[config.mk]
export PLATFORM = sky130hd
export DESIGN_NAME = adc_sleep_seq
export DESIGN_NICKNAME = d
export VERILOG_FILES = /design/src/rtl/adcseq_pkg.sv /design/src/rtl/adcseq_ctrl.sv /design/src/rtl/adcseq_shadow.sv /design/src/rtl/adcseq_result.sv /design/src/rtl/adc_sleep_seq.sv
export SDC_FILE = /design/constraint.sdc
export NUM_CORES = 1
export LEC_CHECK = 0
export ABC_AREA = 0
export BUFFER_PORTS_ARGS = -buffer_cell sky130_fd_sc_hd__buf_2
export CAP_MARGIN = 15
export CORE_MARGIN = 2
export CORE_UTILIZATION = 49
export DETAILED_ROUTE_END_ITERATION = 8
export PLACE_DENSITY = 0.87
export SYNTH_ARGS = -nofsm -noshare
export SYNTH_HDL_FRONTEND = slang
export SYNTH_HIERARCHICAL = 1
export SYNTH_SLANG_ARGS = --single-unit
[constraint.sdc]
create_clock -name clk_i -period 2.9 [get_ports clk_i]
set_input_delay 0.145 -clock clk_i [delete_from_list [all_inputs] [get_ports clk_i]]
set_output_delay 0.145 -clock clk_i [all_outputs]
set_load 0.02 [all_outputs]
[src/rtl/adcseq_pkg.sv]
package adcseq_pkg;

    localparam int RES_W = 10;
    localparam logic [RES_W-1:0] RES_MAX = '1;

    typedef enum logic [1:0] {
        SLP_IDLE  = 2'b00,
        SLP_QUIET = 2'b01,
        SLP_DEEP  = 2'b10,
        SLP_STBY  = 2'b11
    } sleep_mode_e;

    typedef struct packed {
        logic busy;
        logic launch;
        logic halt_seen;
        logic pwr;
    } ctrl_state_t;

endpackage

[src/rtl/adcseq_ctrl.sv]
module adcseq_ctrl
    import adcseq_pkg::*;
(
    input  logic       clk_i,
    input  logic       rst_ni,
    input  logic       en_i,
    input  logic       free_run_i,
    input  logic       start_i,
    input  logic       halted_i,
    input  logic [1:0] sleep_mode_i,
    input  logic       irq_en_i,
    input  logic       done_i,
    output logic       go_o,
    output logic       auto_o,
    output logic       fin_o,
    output logic       busy_o,
    output logic       launch_o,
    output logic       power_o
);

    ctrl_state_t st_d, st_q;
    logic        rise, mode_ok, sleep_go, sw_go, fin, auto_go, go;

    always_comb begin
        rise     = halted_i & ~st_q.halt_seen;
        mode_ok  = (sleep_mode_e'(sleep_mode_i) == SLP_IDLE) ||
                   (sleep_mode_e'(sleep_mode_i) == SLP_QUIET);
        sleep_go = rise & mode_ok & en_i & ~st_q.busy & ~free_run_i & irq_en_i;
        sw_go    = start_i & en_i & ~st_q.busy;
        fin      = done_i & st_q.busy & en_i;
        auto_go  = fin & free_run_i;
        go       = sw_go | sleep_go | auto_go;

        st_d           = st_q;
        st_d.halt_seen = halted_i;
        st_d.launch    = go;
        st_d.pwr       = en_i;
        if (!en_i) begin
            st_d.busy = 1'b0;
        end else if (go) begin
            st_d.busy = 1'b1;
        end else if (fin) begin
            st_d.busy = 1'b0;
        end
    end

    always_ff @(posedge clk_i or negedge rst_ni) begin
        if (!rst_ni) begin
            st_q <= '0;
        end else begin
            st_q <= st_d;
        end
    end

    assign go_o     = go;
    assign auto_o   = auto_go;
    assign fin_o    = fin;
    assign busy_o   = st_q.busy;
    assign launch_o = st_q.launch;
    assign power_o  = st_q.pwr;

endmodule

[src/rtl/adcseq_shadow.sv]
module adcseq_shadow #(
    parameter int CH_W = 3
) (
    input  logic            clk_i,
    input  logic            rst_ni,
    input  logic            go_i,
    input  logic            auto_i,
    input  logic [CH_W-1:0] chan_i,
    input  logic            ref_i,
    output logic [CH_W-1:0] conv_chan_o,
    output logic            conv_ref_o,
    output logic            suspect_o
);

    typedef struct packed {
        logic [CH_W-1:0] conv_chan;
        logic [CH_W-1:0] pend_chan;
        logic            conv_ref;
        logic            last_ref;
        logic            suspect;
    } shadow_t;

    shadow_t sh_d, sh_q;

    always_comb begin
        sh_d = sh_q;
        if (go_i) begin
            // an automatic restart was already committed when the previous
            // conversion began, so it takes the channel captured back then
            sh_d.conv_chan = auto_i ? sh_q.pend_chan : chan_i;
            sh_d.pend_chan = chan_i;
            sh_d.conv_ref  = ref_i;
            sh_d.suspect   = (ref_i != sh_q.last_ref);
            sh_d.last_ref  = ref_i;
        end
    end

    always_ff @(posedge clk_i or negedge rst_ni) begin
        if (!rst_ni) begin
            sh_q <= '0;
        end else begin
            sh_q <= sh_d;
        end
    end

    assign conv_chan_o = sh_q.conv_chan;
    assign conv_ref_o  = sh_q.conv_ref;
    assign suspect_o   = sh_q.suspect;

endmodule

[src/rtl/adcseq_result.sv]
module adcseq_result
    import adcseq_pkg::*;
#(
    parameter int CH_W  = 3,
    parameter int RAW_W = 12
) (
    input  logic             clk_i,
    input  logic             rst_ni,
    input  logic             fin_i,
    input  logic [RAW_W-1:0] raw_i,
    input  logic [CH_W-1:0]  chan_i,
    input  logic             suspect_i,
    input  logic             clr_i,
    input  logic             ack_i,
    input  logic             irq_en_i,
    output logic [RES_W-1:0] result_o,
    output logic [CH_W-1:0]  res_chan_o,
    output logic             discard_o,
    output logic             stb_o,
    output logic             flag_o,
    output logic             irq_o
);

    typedef struct packed {
        logic [RES_W-1:0] res;
        logic [CH_W-1:0]  chan;
        logic             discard;
        logic             stb;
        logic             flag;
    } res_state_t;

    res_state_t rs_d, rs_q;
    logic [RES_W-1:0] clamped;

    generate
        if (RAW_W > RES_W) begin : g_sat
            assign clamped = (|raw_i[RAW_W-1:RES_W]) ? RES_MAX : raw_i[RES_W-1:0];
        end else if (RAW_W == RES_W) begin : g_same
            assign clamped = raw_i;
        end else begin : g_pad
            assign clamped = {{(RES_W-RAW_W){1'b0}}, raw_i};
        end
    endgenerate

    always_comb begin
        rs_d     = rs_q;
        rs_d.stb = fin_i;
        if (clr_i || ack_i) begin
            rs_d.flag = 1'b0;
        end
        if (fin_i) begin
            rs_d.res     = clamped;
            rs_d.chan    = chan_i;
            rs_d.discard = suspect_i;
            rs_d.flag    = 1'b1;
        end
    end

    always_ff @(posedge clk_i or negedge rst_ni) begin
        if (!rst_ni) begin
            rs_q <= '0;
        end else begin
            rs_q <= rs_d;
        end
    end

    assign result_o   = rs_q.res;
    assign res_chan_o = rs_q.chan;
    assign discard_o  = rs_q.discard;
    assign stb_o      = rs_q.stb;
    assign flag_o     = rs_q.flag;
    assign irq_o      = rs_q.flag & irq_en_i;

endmodule

[src/rtl/adc_sleep_seq.sv]
module adc_sleep_seq
    import adcseq_pkg::*;
#(
    parameter int CH_W  = 3,
    parameter int RAW_W = 12
) (
    input  logic             clk_i,
    input  logic             rst_ni,
    input  logic             en_i,
    input  logic             free_run_i,
    input  logic             start_i,
    input  logic [CH_W-1:0]  chan_i,
    input  logic             ref_sel_i,
    input  logic             irq_en_i,
    input  logic             halted_i,
    input  logic [1:0]       sleep_mode_i,
    input  logic             flag_clr_i,
    input  logic             irq_ack_i,
    input  logic             conv_done_i,
    input  logic [RAW_W-1:0] conv_raw_i,
    output logic             conv_start_o,
    output logic [CH_W-1:0]  conv_chan_o,
    output logic             conv_ref_o,
    output logic             busy_o,
    output logic             power_o,
    output logic [RES_W-1:0] result_o,
    output logic [CH_W-1:0]  res_chan_o,
    output logic             discard_o,
    output logic             res_stb_o,
    output logic             flag_o,
    output logic             irq_o
);

    logic go, auto_go, fin, suspect;

    adcseq_ctrl ctrl_i (
        .clk_i        (clk_i),
        .rst_ni       (rst_ni),
        .en_i         (en_i),
        .free_run_i   (free_run_i),
        .start_i      (start_i),
        .halted_i     (halted_i),
        .sleep_mode_i (sleep_mode_i),
        .irq_en_i     (irq_en_i),
        .done_i       (conv_done_i),
        .go_o         (go),
        .auto_o       (auto_go),
        .fin_o        (fin),
        .busy_o       (busy_o),
        .launch_o     (conv_start_o),
        .power_o      (power_o)
    );

    adcseq_shadow #(.CH_W(CH_W)) shadow_i (
        .clk_i       (clk_i),
        .rst_ni      (rst_ni),
        .go_i        (go),
        .auto_i      (auto_go),
        .chan_i      (chan_i),
        .ref_i       (ref_sel_i),
        .conv_chan_o (conv_chan_o),
        .conv_ref_o  (conv_ref_o),
        .suspect_o   (suspect)
    );

    adcseq_result #(.CH_W(CH_W), .RAW_W(RAW_W)) result_i (
        .clk_i      (clk_i),
        .rst_ni     (rst_ni),
        .fin_i      (fin),
        .raw_i      (conv_raw_i),
        .chan_i     (conv_chan_o),
        .suspect_i  (suspect),
        .clr_i      (flag_clr_i),
        .ack_i      (irq_ack_i),
        .irq_en_i   (irq_en_i),
        .result_o   (result_o),
        .res_chan_o (res_chan_o),
        .discard_o  (discard_o),
        .stb_o      (res_stb_o),
        .flag_o     (flag_o),
        .irq_o      (irq_o)
    );

endmodule

==> flow_summary.yaml, run 1 <==
yosys:
  yosys-top-cells-area: "dfrtp_1, mux2_4, a21oi_1"
  yosys.area.top_type_share_pct: 58.5
  avgSynthCellArea_sq_um: 12.0
  ys_warn_count: 6
  synth-seq-cells: 28
  yosysTopAreaCell: "dfrtp_1"
  syn_nets: 128
  syn-cell-area_sq_um: 1200
  synth_cells: 100
  ys_types: 23
  seq_area_frac_synth_pct: 58.5
critical_path:
  path_max_fanout: 27
  path_cells: "dlygate4sd3_1 > buf_2 > and3_4 > and2_4 > nand3b_1 > mux2_2"
  critPathLaunchType: "input pin"
  cp.required_ns: 3.12
  critPathKind: "in2reg"
  ff2ff_path_depth: 4
  cp_slowest_cell: "dlygate4sd3_1"
  slowest_delay_ns: 0.52
  critical_path_arrival_ns: 2.23
  cp-end-kind: "register"
timing:
  setup_viol: 0
  fmax_ghz: 0.498
  setup_tns_ns: 0
  finalCriticalPeriod_ns: 2.01
  fin_crit_sh_pct: 69.2
  slew_headroom_pct: 59.5
  setup_slack_ns: 0.892
  finClkSkew_ns: 0.00619
  hold_viol_final: 0
  tightestPinTransition_ns: 0.607
  drv_slew: 0
  rsz0062_at_grt: "no"
clock_network:
  postCtsSetupBuffers: 0
  clk_latency_ns: 0.32
  clock-root-buffer: "clkbuf_4"
  post_cts_resized: 0
  clkTransAtPathRegs_ns: 0.14
  cts.sinks: 28
  cts_made_buffers: 3
  cts_max_level: 1
  ctsHoldBuffers: 3
  cts_tree: "done"
  clk_path_buf_depth: 2
global_routing:
  grt_pass1_vias: 828
  met1_usage_pct: 20.9
  grt_use_total_pct: 17.7
  grt_max_degree: 29
  grt_overflow: 0
  grt_pass1_wl_mm: 3.57
  busiest_layer: "met2"
  met2_usage_pct: 31.9
  antenna_found_initial: 0
  use_met3_pct: 2.82
cells_and_area:
  final_area_sq_um: 1470
  antennaDiodeCount: 0
  drive_gt1_share_pct: 44.6
  final_core_util_pct: 65.1
  syn2layout_area_growth_pct: 22.4
  nNetsFinal: 177
power_and_ir_drop:
  irDropWorstVdd_v: 0.000528
  power_uw: 973
  switching_share_pct: 31.7
  p_int_uw: 665
  p_per_area_nw_per_um2: 663
  clkPwrFrac_pct: 18.8
  p_seq_share_pct: 52.2
  power_frac_comb_pct: 29.0
  p_sw_uw: 308
  p_leak_nw: 0.700
floorplanning:
  die_x_um: 53.5
  die_h_um: 53.5
  core_sq_um: 2250
  rows: 17
  dieArea_sq_um: 2860
  ios: 52
  initial_utilization_pct: 53.2
route:
  viasPerCell: 5.05
  avgRoutedWirePerCell_um: 12.6
  first_pass_iters: 4
  wl_mm: 2.23
  drc_errors: 0
  vias: 889
  ant_nets: 0
  first_iter_violations: 10
placement:
  place_hpwl_mm: 1.68
  pre_cts_ws_ns: 0.932
  place_area_sq_um: 1400
  portBuffers: 50
  gp_congestion: 0.728
hold_path:
  holdPathStages: 2
  hp-class: "in2reg"
job:
  drv_cap: 0
outcome:
  run_status: "finished clean"
## cells by family (layout without fill, tap and decap cells)
group / after synthesis / in the layout / synth area share [%]
buf+inv: 9 / 57 / 6.89
xor+xnor: 1 / 1 / 0.731
mux: 11 / 11 / 11.9
compound gates: 17 / 17 / 7.31
simple gates: 34 / 34 / 14.7
flops: 28 / 28 / 58.5
## worst max-delay path, delay by kind of cell
| family | cells | cell delay (ns) |
|---|---|---|
| mux | 1 | 0.40 |
| buf+inv | 2 | 0.64 |
| simple gates | 3 | 1.04 |
## synthesized netlist by cell type
cell type  count
dfrtp_1       28
buf_6          2
and3_4         1
buf_2          2
nor3_1        10
and2b_2        1
nor4b_1        1
a21o_1         1
a21oi_1       14
mux2i_1        3
mux2_2         2
nand3b_1       1
nand2_1        1
mux2_4         6
and2_1         1
o21ai_0        2
and2_4         1
xnor2_1        1
buf_12         1
buf_4          4
nand3_1        1
nor2_1        15
and3b_2        1
## flip-flops by register name (all words and copies together), names as in the netlist
name,cells
ctrl_i/busy_o,1
ctrl_i/launch_o,1
ctrl_i/power_o,1
ctrl_i/st_q,1
result_i/discard_o,1
result_i/flag_o,1
result_i/res_chan_o,3
result_i/result_o,10
result_i/stb_o,1
shadow_i/conv_chan_o,3
shadow_i/sh_q,4
shadow_i/suspect_o,1
## cell type report
class / count / area [sq um]
well taps: 28 / 35.0
clock buffers: 4 / 36.3
multi-input cells: 63 / 415
repair buffers: 53 / 280
flip-flops and latches: 28 / 701
fillers: 186 / 787
## through the flow
stage | hold slack (ns) | instances
2_1_floorplan | -0.151 | 100
3_3_place_gp | 0.178 | 169
3_5_place_dp | 0.181 | 169
4_1_cts | 0.0488 | 176
5_1_grt | 0.0479 | 176
6_report | 0.0563 | 176
## cell usage in the layout, fill, tap and decap left out, types with 2 or more instances in the layout
master / netlist / routed
mux2i_1: 3 / 3
dlygate4sd3_1: 0 / 3
mux2_2: 2 / 2
mux2_4: 6 / 6
dfrtp_1: 28 / 28
buf_2: 2 / 50
a21oi_1: 14 / 14
clkbuf_4: 0 / 3
o21ai_0: 2 / 2
nor3_1: 10 / 10
nor2_1: 15 / 15
## path summary, 6_finish.rpt
check                                       startpoint                          endpoint  slack, ns
hold reg to reg            result_i/flag_o$_DFFE_PN0P_       result_i/flag_o$_DFFE_PN0P_       0.51
setup / recovery                                  en_i      shadow_i/sh_q[5]$_DFFE_PN0P_       0.89
min in group asynchronous                       rst_ni  result_i/result_o[7]$_DFFE_PN0P_       0.36
max in group asynchronous                       rst_ni    shadow_i/suspect_o$_DFFE_PN0P_       2.15
hold / removal                               chan_i[1]      shadow_i/sh_q[4]$_DFFE_PN0P_       0.06
setup reg to reg             ctrl_i/busy_o$_DFFE_PN0P_      shadow_i/sh_q[5]$_DFFE_PN0P_       0.92
## power groups by stage
stage	Clock (mW)	Sequential, mW	Combinational, mW
finish	0.183	0.508	0.283
global route	0.204	0.519	0.309
CTS	0.190	0.508	0.286
detailed placement	0	0.516	0.282
global placement	0	0.513	0.273
floorplan	0	0.573	0.133
## metal layers
| metal | wire length, um | part of all wire [%] | up-vias |
|---|---|---|---|
| li1 | - | - | 434 |
| met1 | 985 | 44 | 414 |
| met2 | 1050 | 47 | 37 |
| met3 | 155 | 7.0 | 4 |
| met4 | 29 | 1.3 | 0 |
| met5 | 0 | 0 | - |
(Power assumes the default switching activity.)
==> run 2, diff against run 1 <==
- ABC_AREA: 0 -> 1
- CORE_UTILIZATION: 49 -> 46
- PLACE_DENSITY: 0.87 -> 0.83
- clock period: 2.9 -> 1.9 ns (I/O delays scaled with it)
==> run 2 against run 1 <==
  * Global-route usage is 0.66 points lower
  * Sequential share of layout area decreased by 1.9 points
  * Hold slack worse by 0.033 ns
  * Synthesized cell count up 37%
  * Final area is 4.2% higher
  * Non-clock buffer count grew 4
  * Register-to-register slack got worse by 0.47 ns
  * Clock power grew 21%
  * Cell count grew 26%
  * Worst setup slack got worse by 0.45 ns
  * Combinational power rose by 52%
  * Power up 46%
==> flow_summary.yaml, run 2 <==
clock_network:
  cts.sinks: 28
  clk_path_buf_depth: 2
  clkTransAtPathRegs_ns: 0.13
  clk_latency_ns: 0.30
  clock-root-buffer: "clkbuf_4"
  cts_max_level: 1
  postCtsSetupBuffers: 0
  ctsHoldBuffers: 7
  post_cts_resized: 0
  cts_tree: "done"
  cts_made_buffers: 3
cells_and_area:
  drive_gt1_share_pct: 34.6
  syn2layout_area_growth_pct: 27.3
  nNetsFinal: 221
  antennaDiodeCount: 0
  final_area_sq_um: 1530
  largest_reg_flops: 10
  final_cell_mix: "buf_2, nand2_1, dfrtp_1"
  final_common_cell: "buf_2"
outcome:
  run_status: "finished clean"
yosys:
  ys_types: 15
  yosysTopAreaCell: "dfrtp_1"
  async_flop_share_pct: 100
  yosys.area.top_type_share_pct: 58.3
  synth_cells: 137
  yosys-top-cells-area: "dfrtp_1, nand2_1, nor2_1"
  seq_area_frac_synth_pct: 58.3
  synth-seq-cells: 28
  yosysMostFrequentCell: "nand2_1"
  avgSynthCellArea_sq_um: 8.77
  synth-main-ff-cell: "dfrtp_1"
  synth_commonest_cells: "nand2_1, dfrtp_1, nor2_1"
  ys_warn_count: 6
  syn_nets: 165
  synth_edf_count: 0
  syn-cell-area_sq_um: 1200
route:
  vias: 1016
  wl_mm: 2.38
  drc_errors: 0
  ant_nets: 0
  first_pass_iters: 4
  avgRoutedWirePerCell_um: 10.8
  first_iter_violations: 22
  viasPerCell: 4.60
global_routing:
  grt_use_total_pct: 17.0
  grt_pass1_wl_mm: 3.73
  grt_overflow: 0
  antenna_found_initial: 0
  grt_pass1_vias: 922
  grt_max_degree: 29
hold_path:
  hp-start: "irq_ack_i"
  hp-class: "in2reg"
power_and_ir_drop:
  p_seq_share_pct: 54.3
  p_sw_uw: 488
  p_leak_nw: 0.847
  p_per_area_nw_per_um2: 931
  p_int_uw: 936
  power_frac_comb_pct: 30.1
  irDropWorstVdd_v: 0.000605
  switching_share_pct: 34.3
  clkPwrFrac_pct: 15.6
placement:
  place_hpwl_mm: 1.79
  gp_congestion: 0.796
  place_area_sq_um: 1440
  portBuffers: 50
  pre_cts_ws_ns: 0.444
critical_path:
  critPathLaunchType: "input pin"
  critical_path_arrival_ns: 1.67
  critPathKind: "in2reg"
  cp.required_ns: 2.11
  r2r_start: "ctrl_i/busy_o$_DFFE_PN0P_"
  path_max_fanout: 17
  crit_start: "en_i"
  cp-end-kind: "register"
timing:
  rsz0062_at_grt: "no"
  fin_crit_sh_pct: 76.9
  finalCriticalPeriod_ns: 1.46
  hold_viol_final: 0
  fmax_ghz: 0.684
  setup_slack_ns: 0.438
  finClkSkew_ns: 0.000705
  setup_tns_ns: 0
  setup_viol: 0
  drv_slew: 0
  tightestPinTransition_ns: 0.585
  slew_headroom_pct: 61.0
floorplanning:
  die_x_um: 55.1
  initial_utilization_pct: 48.5
  dieArea_sq_um: 3040
  die_h_um: 55.1
  rows: 18
  core_sq_um: 2480
  ios: 52
job:
  drv_cap: 0
[run 2: worst max-delay path, stage by stage]
cell,delay [ns]
dlygate4sd3_1,0.52
buf_2,0.13
nand3_1,0.08
inv_2,0.25
nand2_2,0.13
nand2_2,0.22
inv_1,0.12
nand2_1,0.07
nand2_1,0.05
[run 2: worst paths after layout]
path	to	slack, ns	depth (start not counted)
worst max-delay path	shadow_i/conv_chan_o[2]$_DFFE_PN0P_	0.44	9
worst min-delay path	result_i/flag_o$_DFFE_PN0P_	0.02	4
worst max register to register	shadow_i/conv_chan_o[2]$_DFFE_PN0P_	0.45	7
worst min register to register	result_i/discard_o$_DFFE_PN0P_	0.49	2
max in group asynchronous	ctrl_i/power_o$_DFF_PN0_	1.19	2
min in group asynchronous	result_i/result_o[8]$_DFFE_PN0P_	0.33	2
[run 2: final cells by class]
type	instances	area (sq um)
inverters	18	67.6
well taps	30	37.5
clock buffers	3	22.5
fillers	210	948
repair buffers	57	320
multi-input cells	85	380
flip-flops and latches	28	701
[run 2: per-layer routing]
layer	track usage [%]	up-vias	share of wire [%]
li1	-	521	-
met1	19.6	456	43
met2	32.1	39	49
met3	2.69	0	8.3
met4	4.88	0	0
met5	0	-	0
[run 2: cells by family after synthesis]
logic type | Yosys count | synth area share (%)
buf+inv | 24 | 10.0
flops | 28 | 58.3
simple gates | 70 | 25.4
compound gates | 15 | 6.25
[run 2: through the flow]
step	std cells	util, %	hold slack, ns	power (mW)
detailed placement	211	58.0	0.132	1.21
global placement	211	58.0	0.127	1.19
global route	221	61.7	0.0277	1.53
floorplan	137	-	-0.201	1.06
CTS	221	61.7	0.00977	1.44
finish	221	61.7	0.0235	1.42
[run 2: power by group through the flow]
stage / logic [mW] / registers, mW / clock network [mW]
5_1_grt: 0.482 / 0.787 / 0.258
3_5_place_dp: 0.422 / 0.786 / 0
2_1_floorplan: 0.174 / 0.881 / 0
4_1_cts: 0.435 / 0.774 / 0.234
6_report: 0.429 / 0.773 / 0.221
3_3_place_gp: 0.408 / 0.779 / 0
